File: config.mk
export PLATFORM = sky130hd
export DESIGN_NAME = netlist_mutator
export DESIGN_NICKNAME = d
export VERILOG_FILES = /design/src/rtl/mut_pkg.sv /design/src/rtl/mut_lfsr.sv /design/src/rtl/gene_store.sv /design/src/rtl/rule_check.sv /design/src/rtl/netlist_mutator.sv
export SDC_FILE = /design/constraint.sdc
export NUM_CORES = 1
export LEC_CHECK = 0
export BUFFER_PORTS_ARGS = -buffer_cell sky130_fd_sc_hd__buf_2
export CORE_ASPECT_RATIO = 1.75
export CORE_MARGIN = 2
export CORE_UTILIZATION = 35
export DETAILED_ROUTE_END_ITERATION = 7
export GPL_TIMING_DRIVEN = 0
export SETUP_SLACK_MARGIN = 0.2
export SLEW_MARGIN = 40
export SYNTH_ARGS = -nofsm -noshare
export SYNTH_HDL_FRONTEND = slang
export SYNTH_SLANG_ARGS = --single-unit
File: constraint.sdc
create_clock -name clk -period 13.2 [get_ports clk]
set_input_delay 0 -clock clk [delete_from_list [all_inputs] [get_ports clk]]
set_output_delay 0 -clock clk [all_outputs]
set_load 0.01 [all_outputs]
File: src/rtl/mut_pkg.sv
package mut_pkg;
    typedef enum logic [1:0] {
        ST_IDLE   = 2'd0,
        ST_SEARCH = 2'd1,
        ST_FINISH = 2'd2,
        ST_ABORT  = 2'd3
    } mut_state_e;
endpackage

File: src/rtl/mut_lfsr.sv
module mut_lfsr #(
    parameter int          LW   = 16,
    parameter logic [LW-1:0] TAPS = 16'hB400
) (
    input  logic          clk,
    input  logic          rst_n,
    input  logic          load,
    input  logic [LW-1:0] seed,
    input  logic          step,
    output logic [LW-1:0] q
);
    logic [LW-1:0] nxt;

    always_comb nxt = (q >> 1) ^ (q[0] ? TAPS : '0);

    always_ff @(posedge clk or negedge rst_n) begin
        if (!rst_n)
            q <= LW'(1);
        else if (load)
            q <= (seed == '0) ? LW'(1) : seed;
        else if (step)
            q <= nxt;
    end
endmodule

File: src/rtl/gene_store.sv
module gene_store #(
    parameter int NI = 2,
    parameter int K  = 4,
    parameter int NO = 1,
    localparam int NODES = NI + 3 + 3 * K,
    localparam int NW    = $clog2(NODES),
    localparam int G     = 4 * K + NO,
    localparam int GW    = $clog2(G),
    localparam int CW    = $clog2(2 * K + 1)
) (
    input  logic                  clk,
    input  logic                  rst_n,
    input  logic                  we,
    input  logic [GW-1:0]         widx,
    input  logic [NW-1:0]         wval,
    input  logic [GW-1:0]         ridx,
    output logic [NW-1:0]         rval,
    output logic [G-1:0][NW-1:0]  genes,
    output logic [CW-1:0]         cnt_vcc,
    output logic [CW-1:0]         cnt_gnd
);
    logic [NW-1:0] mem [G];

    for (genvar i = 0; i < G; i++) begin : g_gene
        if (i < 4 * K && (i % 4) == 0) begin : g_pol
            always_ff @(posedge clk or negedge rst_n) begin
                if (!rst_n)
                    mem[i] <= '0;
                else if (we && widx == GW'(i))
                    mem[i] <= {{(NW-1){1'b0}}, wval[0]};
            end
        end else begin : g_node
            always_ff @(posedge clk or negedge rst_n) begin
                if (!rst_n)
                    mem[i] <= '0;
                else if (we && widx == GW'(i))
                    mem[i] <= wval;
            end
        end
        assign genes[i] = mem[i];
    end

    always_comb rval = (int'(ridx) < G) ? mem[ridx] : '0;

    // count source/drain attachments to each rail
    always_comb begin
        int nv, ng;
        nv = 0;
        ng = 0;
        for (int t = 0; t < K; t++) begin
            if (mem[4*t+2] == NW'(1)) nv++;
            if (mem[4*t+3] == NW'(1)) nv++;
            if (mem[4*t+2] == NW'(0)) ng++;
            if (mem[4*t+3] == NW'(0)) ng++;
        end
        cnt_vcc = CW'(nv);
        cnt_gnd = CW'(ng);
    end
endmodule

File: src/rtl/rule_check.sv
module rule_check #(
    parameter int NI = 2,
    parameter int K  = 4,
    parameter int NO = 1,
    localparam int NODES = NI + 3 + 3 * K,
    localparam int NW    = $clog2(NODES),
    localparam int G     = 4 * K + NO,
    localparam int GW    = $clog2(G),
    localparam int CW    = $clog2(2 * K + 1)
) (
    input  logic [G-1:0][NW-1:0] genes,
    input  logic [GW-1:0]        gidx,
    input  logic [NW-1:0]        val,
    input  logic [CW-1:0]        cnt_vcc,
    input  logic [CW-1:0]        cnt_gnd,
    output logic                 ok
);
    always_comb begin
        int gi, v, old, t, s, d, own_s, own_d;
        logic pm, sd;
        gi = int'(gidx);
        v  = int'(val);
        ok = 1'b0;
        if (gi < G) begin
            old = int'(genes[gi]);
            if (gi >= 4 * K) begin
                ok = (v != old) && (v >= 2) && (v < NODES) && (v != NI + 2);
            end else begin
                t     = gi / 4;
                pm    = genes[4*t][0];
                s     = int'(genes[4*t+2]);
                d     = int'(genes[4*t+3]);
                own_s = NI + 4 + 3 * t;
                own_d = NI + 5 + 3 * t;
                sd    = (v <= 1);
                for (int u = 0; u < K; u++)
                    if (v == NI + 4 + 3 * u || v == NI + 5 + 3 * u) sd = 1'b1;
                unique case (gi % 4)
                    0: ok = (val[0] != pm) &&
                            (val[0] ? (s != 0 && d != 0) : (s != 1 && d != 1));
                    1: ok = (v != old) && (v >= 2) && (v <= NI + 1);
                    default: ok = (v != old) && sd && (v != own_s) && (v != own_d)
                                  && !(pm && v == 0) && !(!pm && v == 1)
                                  && !(old == 1 && int'(cnt_vcc) == 1)
                                  && !(old == 0 && int'(cnt_gnd) == 1);
                endcase
            end
        end
    end
endmodule

File: src/rtl/netlist_mutator.sv
module netlist_mutator #(
    parameter int NI        = 2,
    parameter int K         = 4,
    parameter int NO        = 1,
    parameter int MW        = 8,
    parameter int LW        = 16,
    parameter int MAX_TRIES = 1024,
    localparam int NODES = NI + 3 + 3 * K,
    localparam int NW    = $clog2(NODES),
    localparam int G     = 4 * K + NO,
    localparam int GW    = $clog2(G),
    localparam int CW    = $clog2(2 * K + 1),
    localparam int TW    = $clog2(MAX_TRIES)
) (
    input  logic          clk,
    input  logic          rst_n,
    input  logic          start,
    input  logic [MW-1:0] mut_count,
    input  logic [LW-1:0] seed,
    input  logic          wr_en,
    input  logic [GW-1:0] wr_idx,
    input  logic [NW-1:0] wr_val,
    input  logic [GW-1:0] rd_idx,
    output logic [NW-1:0] rd_val,
    output logic          done,
    output logic          err
);
    import mut_pkg::*;

    mut_state_e           st_q, st_d;
    logic [MW-1:0]        rem_q;
    logic [TW-1:0]        tries_q;
    logic [LW-1:0]        rnd;
    logic                 legal, commit, st_we;
    logic [GW-1:0]        draw_idx, st_idx;
    logic [NW-1:0]        draw_val, st_val;
    logic [G-1:0][NW-1:0] genes;
    logic [CW-1:0]        cnt_vcc, cnt_gnd;

    assign draw_idx = rnd[GW-1:0];
    assign draw_val = rnd[GW +: NW];
    assign commit   = (st_q == ST_SEARCH) && legal;
    assign st_we    = commit || (st_q == ST_IDLE && wr_en && !start);
    assign st_idx   = commit ? draw_idx : wr_idx;
    assign st_val   = commit ? draw_val : wr_val;

    mut_lfsr #(.LW(LW)) u_lfsr (
        .clk(clk), .rst_n(rst_n),
        .load(st_q == ST_IDLE && start), .seed(seed),
        .step(st_q == ST_SEARCH), .q(rnd)
    );

    gene_store #(.NI(NI), .K(K), .NO(NO)) u_store (
        .clk(clk), .rst_n(rst_n), .we(st_we), .widx(st_idx), .wval(st_val),
        .ridx(rd_idx), .rval(rd_val), .genes(genes),
        .cnt_vcc(cnt_vcc), .cnt_gnd(cnt_gnd)
    );

    rule_check #(.NI(NI), .K(K), .NO(NO)) u_rules (
        .genes(genes), .gidx(draw_idx), .val(draw_val),
        .cnt_vcc(cnt_vcc), .cnt_gnd(cnt_gnd), .ok(legal)
    );

    // next-state logic
    always_comb begin
        st_d = st_q;
        unique case (st_q)
            ST_IDLE:   if (start) st_d = (mut_count == '0) ? ST_FINISH : ST_SEARCH;
            ST_SEARCH: if (legal && rem_q == MW'(1)) st_d = ST_FINISH;
                       else if (tries_q == TW'(MAX_TRIES - 1)) st_d = ST_ABORT;
            ST_FINISH: st_d = ST_IDLE;
            ST_ABORT:  st_d = ST_IDLE;
        endcase
    end

    // state register and run counters
    always_ff @(posedge clk or negedge rst_n) begin
        if (!rst_n) begin
            st_q    <= ST_IDLE;
            rem_q   <= '0;
            tries_q <= '0;
        end else begin
            st_q <= st_d;
            if (st_q == ST_IDLE && start) begin
                rem_q   <= mut_count;
                tries_q <= '0;
            end else if (st_q == ST_SEARCH) begin
                tries_q <= tries_q + TW'(1);
                if (legal) rem_q <= rem_q - MW'(1);
            end
        end
    end

    // outputs
    always_comb begin
        done = (st_q == ST_FINISH) || (st_q == ST_ABORT);
        err  = (st_q == ST_ABORT);
    end
endmodule

==> impl_metrics.ini, run 1 <==
[floorplan]
chipWidth_um = 120
placementRows = 74
floorplan.die.height_um = 206
design.portCount = 50
die-area_sq_um = 24700
initial_utilization_pct = 35.4
core_area_sq_um = 23100

[critical_path]
type_of_element_capturing_the_critical_path = register
reg2regPathDepth = 32
crit_fanout = 10
criticalPathCategory = register to register
critPathSlowestCell = nor4_1
timing.critical_path.from_type = register
cpLargestDelayFamily = simple AND/OR/NAND/NOR gates
slowest_delay_ns = 0.80
critPathRequiredTime_ns = 13.45
cp_num_cells = 32
crit_path_frequent_cell = ha_1
critical_path.n_buffers_inverters = 5
critical_path_arrival_ns = 7.62
timing.reg2reg.setup_slack_ns = 5.83

[cts]
total_number_of_h_tree_levels = 3
clock_sink_count = 105
clk_transition_reported_paths_ns = 0.08
ctsRootBufferMaster = clkbuf_16
tritoncts = done
post_cts.repair.setup_buffers = 0
clock_path_buffers = 2
numCtsBuffers = 9
ctsHoldBuffers = 26
cts-resized-gates = 0
worstSkewPairLatency_ns = 0.36

[synth]
synth_area_per_cell_sq_um = 10.1
netlist_top_cells_area = dfrtp_1 (32%), mux4_2 (7.7%), mux2_2 (6.5%)
synth-warning-count = 0
synth_top_cell_area_share_pct = 31.8
synth-seq-area-share_pct = 32.1
yosys_register_bits = 105
synthXorXnorAreaFrac_pct = 4.69
synth.mux.area_fraction_pct = 22.7
ys_async_sr_fraction_pct = 100
prevailing_post_synth_register_cell = dfrtp_1
synth_compound_area_share_pct = 17.2
synth-edff-count = 0
netlist_instances = 808
synth.distinct_cells = 91
yosysMostFrequentCell = dfrtp_1
synth_largest_area_cell = dfrtp_1
synth_top_family_by_area = multiplexers
synth_fp_nets = 876
synth.top_cells.by_count = dfrtp_1 (104), nand2_1 (64), nor2_1 (58)
synth-adder-area-share_pct = 3.91
syn_area_sq_um = 8180
post_synth_and_or_nand_nor_area_fraction_pct = 15.3

[finish]
drive_gt1_share_pct = 21.5
area.growth.synth_to_final_pct = 15.0
fin_nets = 959
insertedDiodeCount = 0

[timing]
fin_ws_ns = 5.83
fmax_mhz = 136
finalMaxSlewViolations = 0
setup_viol = 0
min_period_ns = 7.37
summed_negative_setup_slack_over_all_endpoints_ns = 0
max_slew_margin_pct = 38.9
whs_ns = 0.0165
hold_violations = 0
worst-slew-pin-transition_ns = 0.909
period_share_pct = 55.8
rsz0062_at_grt = no
finalClockSkew_ns = 0.0142

[run_status]
outcome = completed

[detailed_routing]
post_drt_wl_per_cell_um = 22.5
number_of_remaining_drc_errors = 0
wirelength_um = 27000
drt.antenna.violating_nets = 0
route.detailed.vias_per_inst = 5.96
detail_route.first_pass.iterations = 5
detail_route.iter0.violations = 530
via_count = 7142

[place]
place.gp.congestion = 0.954
io_buffer_count = 45
hpwl_um = 20900
pre_cts_setup_slack_ns = 5.91

[global_routing]
grt_pass1_vias = 7310
grt_first_pass_wirelength_um = 41900
grt_overflow_total = 0
grt_start_max_net_pins = 69
grt_util_all_layers_pct = 22.5
antenna_found_initial = 0

[job]
maxCapViolations = 0

[min_path]
hold-path-cell-count = 3
hold_path.class = input port to register
worst paths after layout:
path                                   start                 to
max in group asynchronous              rst_n  u_store.genes[12]
min in group asynchronous              rst_n   u_store.genes[0]
max reg2reg                u_store.genes[17]  u_store.genes[32]
min                                wr_val[3]  u_store.genes[18]
min reg2reg                       tries_q[6]         tries_q[6]
max                        u_store.genes[17]  u_store.genes[32]
through the flow:
step                      cells  area, sq um  util (%)
after floorplan             808         8180         -
after global placement     1157         8790      38.0
after detailed placement   1158         8850      38.2
after CTS                  1199         9410      40.7
after global routing       1199         9410      40.7
final                      1199         9410      40.7
worst reg2reg max path, delay by kind of cell (launching register included):
kind / cells / cell delay, ns
AO/OA/AOI/OAI: 5 / 1.12
adder cells (fa/ha/maj): 6 / 1.62
buffers and inverters: 5 / 0.53
flip-flops: 1 / 0.43
multiplexers: 4 / 0.83
AND/OR/NAND/NOR: 12 / 2.74
sequential cells by signal, indices dropped and copies added, names as in the netlist:
| signal | flops |
|---|---|
| rem_q | 8 |
| tries_q | 10 |
| st_q | 2 |
| u_store.genes | 69 |
| u_lfsr.q | 16 |
area by class of cell:
| type | count | area (sq um) |
|---|---|---|
| inverters | 26 | 97.6 |
| plain buffers | 46 | 231 |
| clock buffers | 9 | 225 |
| fillers | 2329 | 13700 |
| flip-flops and latches | 105 | 2630 |
| well taps | 304 | 380 |
| clock inverters | 6 | 76.3 |
| multi-input cells | 631 | 5250 |
| repair buffers | 72 | 523 |
layer usage:
metal	vias to the layer above	global-route usage, %	part of all wire (%)
met5	-	0	0
met4	0	16.0	7.3
met3	107	2.90	4.0
met2	268	42.4	54
met1	3537	22.5	35
li1	3230	-	-
cell usage in the layout (no fill, tap or decap), types with 27 or more instances in the layout:
cell,n
mux2_1,35
clkbuf_1,27
o21ai_0,38
xnor2_1,29
dfrtp_1,104
nand2_1,64
a21oi_1,27
mux2_2,47
buf_2,51
nor2_1,58
mux4_2,28
kinds of logic after synthesis:
| family | count (synthesis) |
|---|---|
| AO/OA/AOI/OAI | 186 |
| XOR/XNOR | 39 |
| adder cells (fa/ha/maj) | 25 |
| buffers and inverters | 72 |
| flip-flops | 105 |
| multiplexers | 138 |
| AND/OR/NAND/NOR | 243 |
Power of run 1 is not shown: default switching activity piles up to over one toggle a cycle in this logic, so the estimate is an artifact.
==> run 2, diff against run 1 <==
==> constraint.sdc (replaced) <==
create_clock -name clk -period 7.5 [get_ports clk]
set_input_delay 0 -clock clk [delete_from_list [all_inputs] [get_ports clk]]
set_output_delay 0 -clock clk [all_outputs]
set_load 0.01 [all_outputs]
==> run 2 against run 1 <==
Against the previous run: wire length increased by 0.13%; register-to-register slack lost 5.3 ns; critical path depth is the same; clock-buffer cell count unchanged; sequential share of layout area shrank 0.063 points; clock skew up 0.0030 ns; hold slack got worse by 0.00079 ns; fmax increased by 5.8%; critical path type unchanged.
==> impl_metrics.ini, run 2 (synthesis gave the netlist of run 1 again) <==
[run_status]
outcome = completed

[finish]
top_library_cells_by_usage_in_the_layout_fill_and_taps_aside = dfrtp_1 (104), nand2_1 (64), nor2_1 (58)
most_common_cell_after_layout_fill_and_taps_aside = dfrtp_1
drive_gt1_share_pct = 21.7
insertedDiodeCount = 0
fin_nets = 959
area.growth.synth_to_final_pct = 15.3
largest_register_ff_count = 69

[floorplan]
initial_utilization_pct = 35.4
die-area_sq_um = 24700
core_area_sq_um = 23100
floorplan.die.height_um = 206
chipWidth_um = 120
design.portCount = 50
placementRows = 74

[detailed_routing]
post_drt_wl_per_cell_um = 22.5
detail_route.wirelength.met1_um = 9410
number_of_remaining_drc_errors = 0
detail_route.first_pass.iterations = 6
wirelength_um = 27000
route.detailed.vias_per_inst = 5.96
drt.antenna.violating_nets = 0
detail_route.iter0.violations = 490
top_signal_layer_used = met4
route.met2.wl_um = 14500
via_count = 7145
routed-wl-met3_um = 1210

[timing]
worst-slew-pin-transition_ns = 0.882
fmax_mhz = 144
hold_violations = 0
setup_viol = 0
period_share_pct = 92.9
max_slew_margin_pct = 40.4
summed_negative_setup_slack_over_all_endpoints_ns = 0
rsz0062_at_grt = no
min_period_ns = 6.96
finalMaxSlewViolations = 0
finalClockSkew_ns = 0.0172

[cts]
clock_sink_count = 105
worstSkewPairLatency_ns = 0.37
clock_path_buffers = 2
tritoncts = done
ctsRootBufferMaster = clkbuf_16
total_number_of_h_tree_levels = 3
clk_transition_reported_paths_ns = 0.07
numCtsBuffers = 9

[critical_path]
reg2regPathDepth = 32
timing.reg2reg.setup_slack_ns = 0.54
timing.critical_path.from_type = register
criticalPathCategory = register to register
critPathRequiredTime_ns = 7.74
type_of_element_capturing_the_critical_path = register
worst_r2r_startpoint = u_store.genes[17]
rr_endpoint = u_store.genes[13]
crit_fanout = 10
slowest_delay_ns = 0.46
crit_path_frequent_cell = ha_1
startpoint = u_store.genes[17]
critical_path.endpoint = u_store.genes[13]
critical_path_arrival_ns = 7.21
critPathSlowestCell = dfrtp_1

[place]
io_buffer_count = 45
place.gp.congestion = 0.954
hpwl_um = 20900

[global_routing]
antenna_found_initial = 0
grt_first_pass_wirelength_um = 41900
grt_start_max_net_pins = 69
grt_overflow_total = 0
grt_util_all_layers_pct = 22.5
grt_pass1_vias = 7301

[min_path]
hold_path.class = input port to register

[job]
maxCapViolations = 0
[run 2: cell types whose count changed in the layout (fill, tap and decap cells not counted)]
cell    change
nor4_1      -2
nor4_2      +1
nor4_4      +1
[run 2: metrics by stage]
step / util, % / setup slack, ns / cell area [sq um] / std cells / hold slack, ns
floorplan: - / 1.38 / 8180 / 808 / -0.296
CTS: 40.7 / 0.438 / 9420 / 1199 / 0.0154
global placement: 38.0 / 0.203 / 8790 / 1157 / 0.224
detailed placement: 38.2 / 0.210 / 8850 / 1158 / -0.0983
global route: 40.8 / 0.230 / 9440 / 1199 / 0.0168
finish: 40.8 / 0.536 / 9440 / 1199 / 0.0157
[run 2: routing by layer]
| metal | GRT usage (%) | vias to the layer above |
|---|---|---|
| li1 | - | 3230 |
| met5 | 0 | - |
| met2 | 42.6 | 301 |
| met3 | 2.90 | 98 |
| met1 | 22.6 | 3516 |
| met4 | 15.4 | 0 |
[run 2: how the worst min path moves through the flow]
stage	start	end	slack (ns)	cells past startpoint
finish	wr_val[3]	u_store.genes[18]	0.02	3
global route	wr_val[3]	u_store.genes[18]	0.02	3
CTS	wr_val[3]	u_store.genes[18]	0.02	3
detailed placement	rst_n	u_store.genes[0]	-0.1	1
global placement	seed[13]	u_lfsr.q[13]	0.22	3
floorplan	rst_n	rem_q[0]	-0.30	0
[run 2: final cells by class]
class / instances / area, sq um
Sequential cell: 105 / 2630
Fill cell: 2327 / 13700
Clock buffer: 9 / 225
Multi-Input combinational cell: 631 / 5270
Clock inverter: 6 / 76.3
Timing Repair Buffer: 72 / 523
Buffer: 46 / 231
Inverter: 26 / 97.6
Tap cell: 304 / 380
[run 2: critical path: cells and delay by family, from the launching register on]
kind                       cells  cell delay, ns
AOI/OAI and AO/OA              5            1.13
adders and majority gates      6            1.62
buffers and inverters          5            0.52
DFF                            1            0.46
muxes                          4            0.81
and+or+nand+nor               12            2.32
[run 2: what timing repair did]
action	in CTS	in global routing
setup buffers	0	0
hold endpoints to repair	130	0
resized for setup	1	2
setup endpoints to repair	4	51
hold buffers	26	0
Power of run 2 is left out for the same reason.
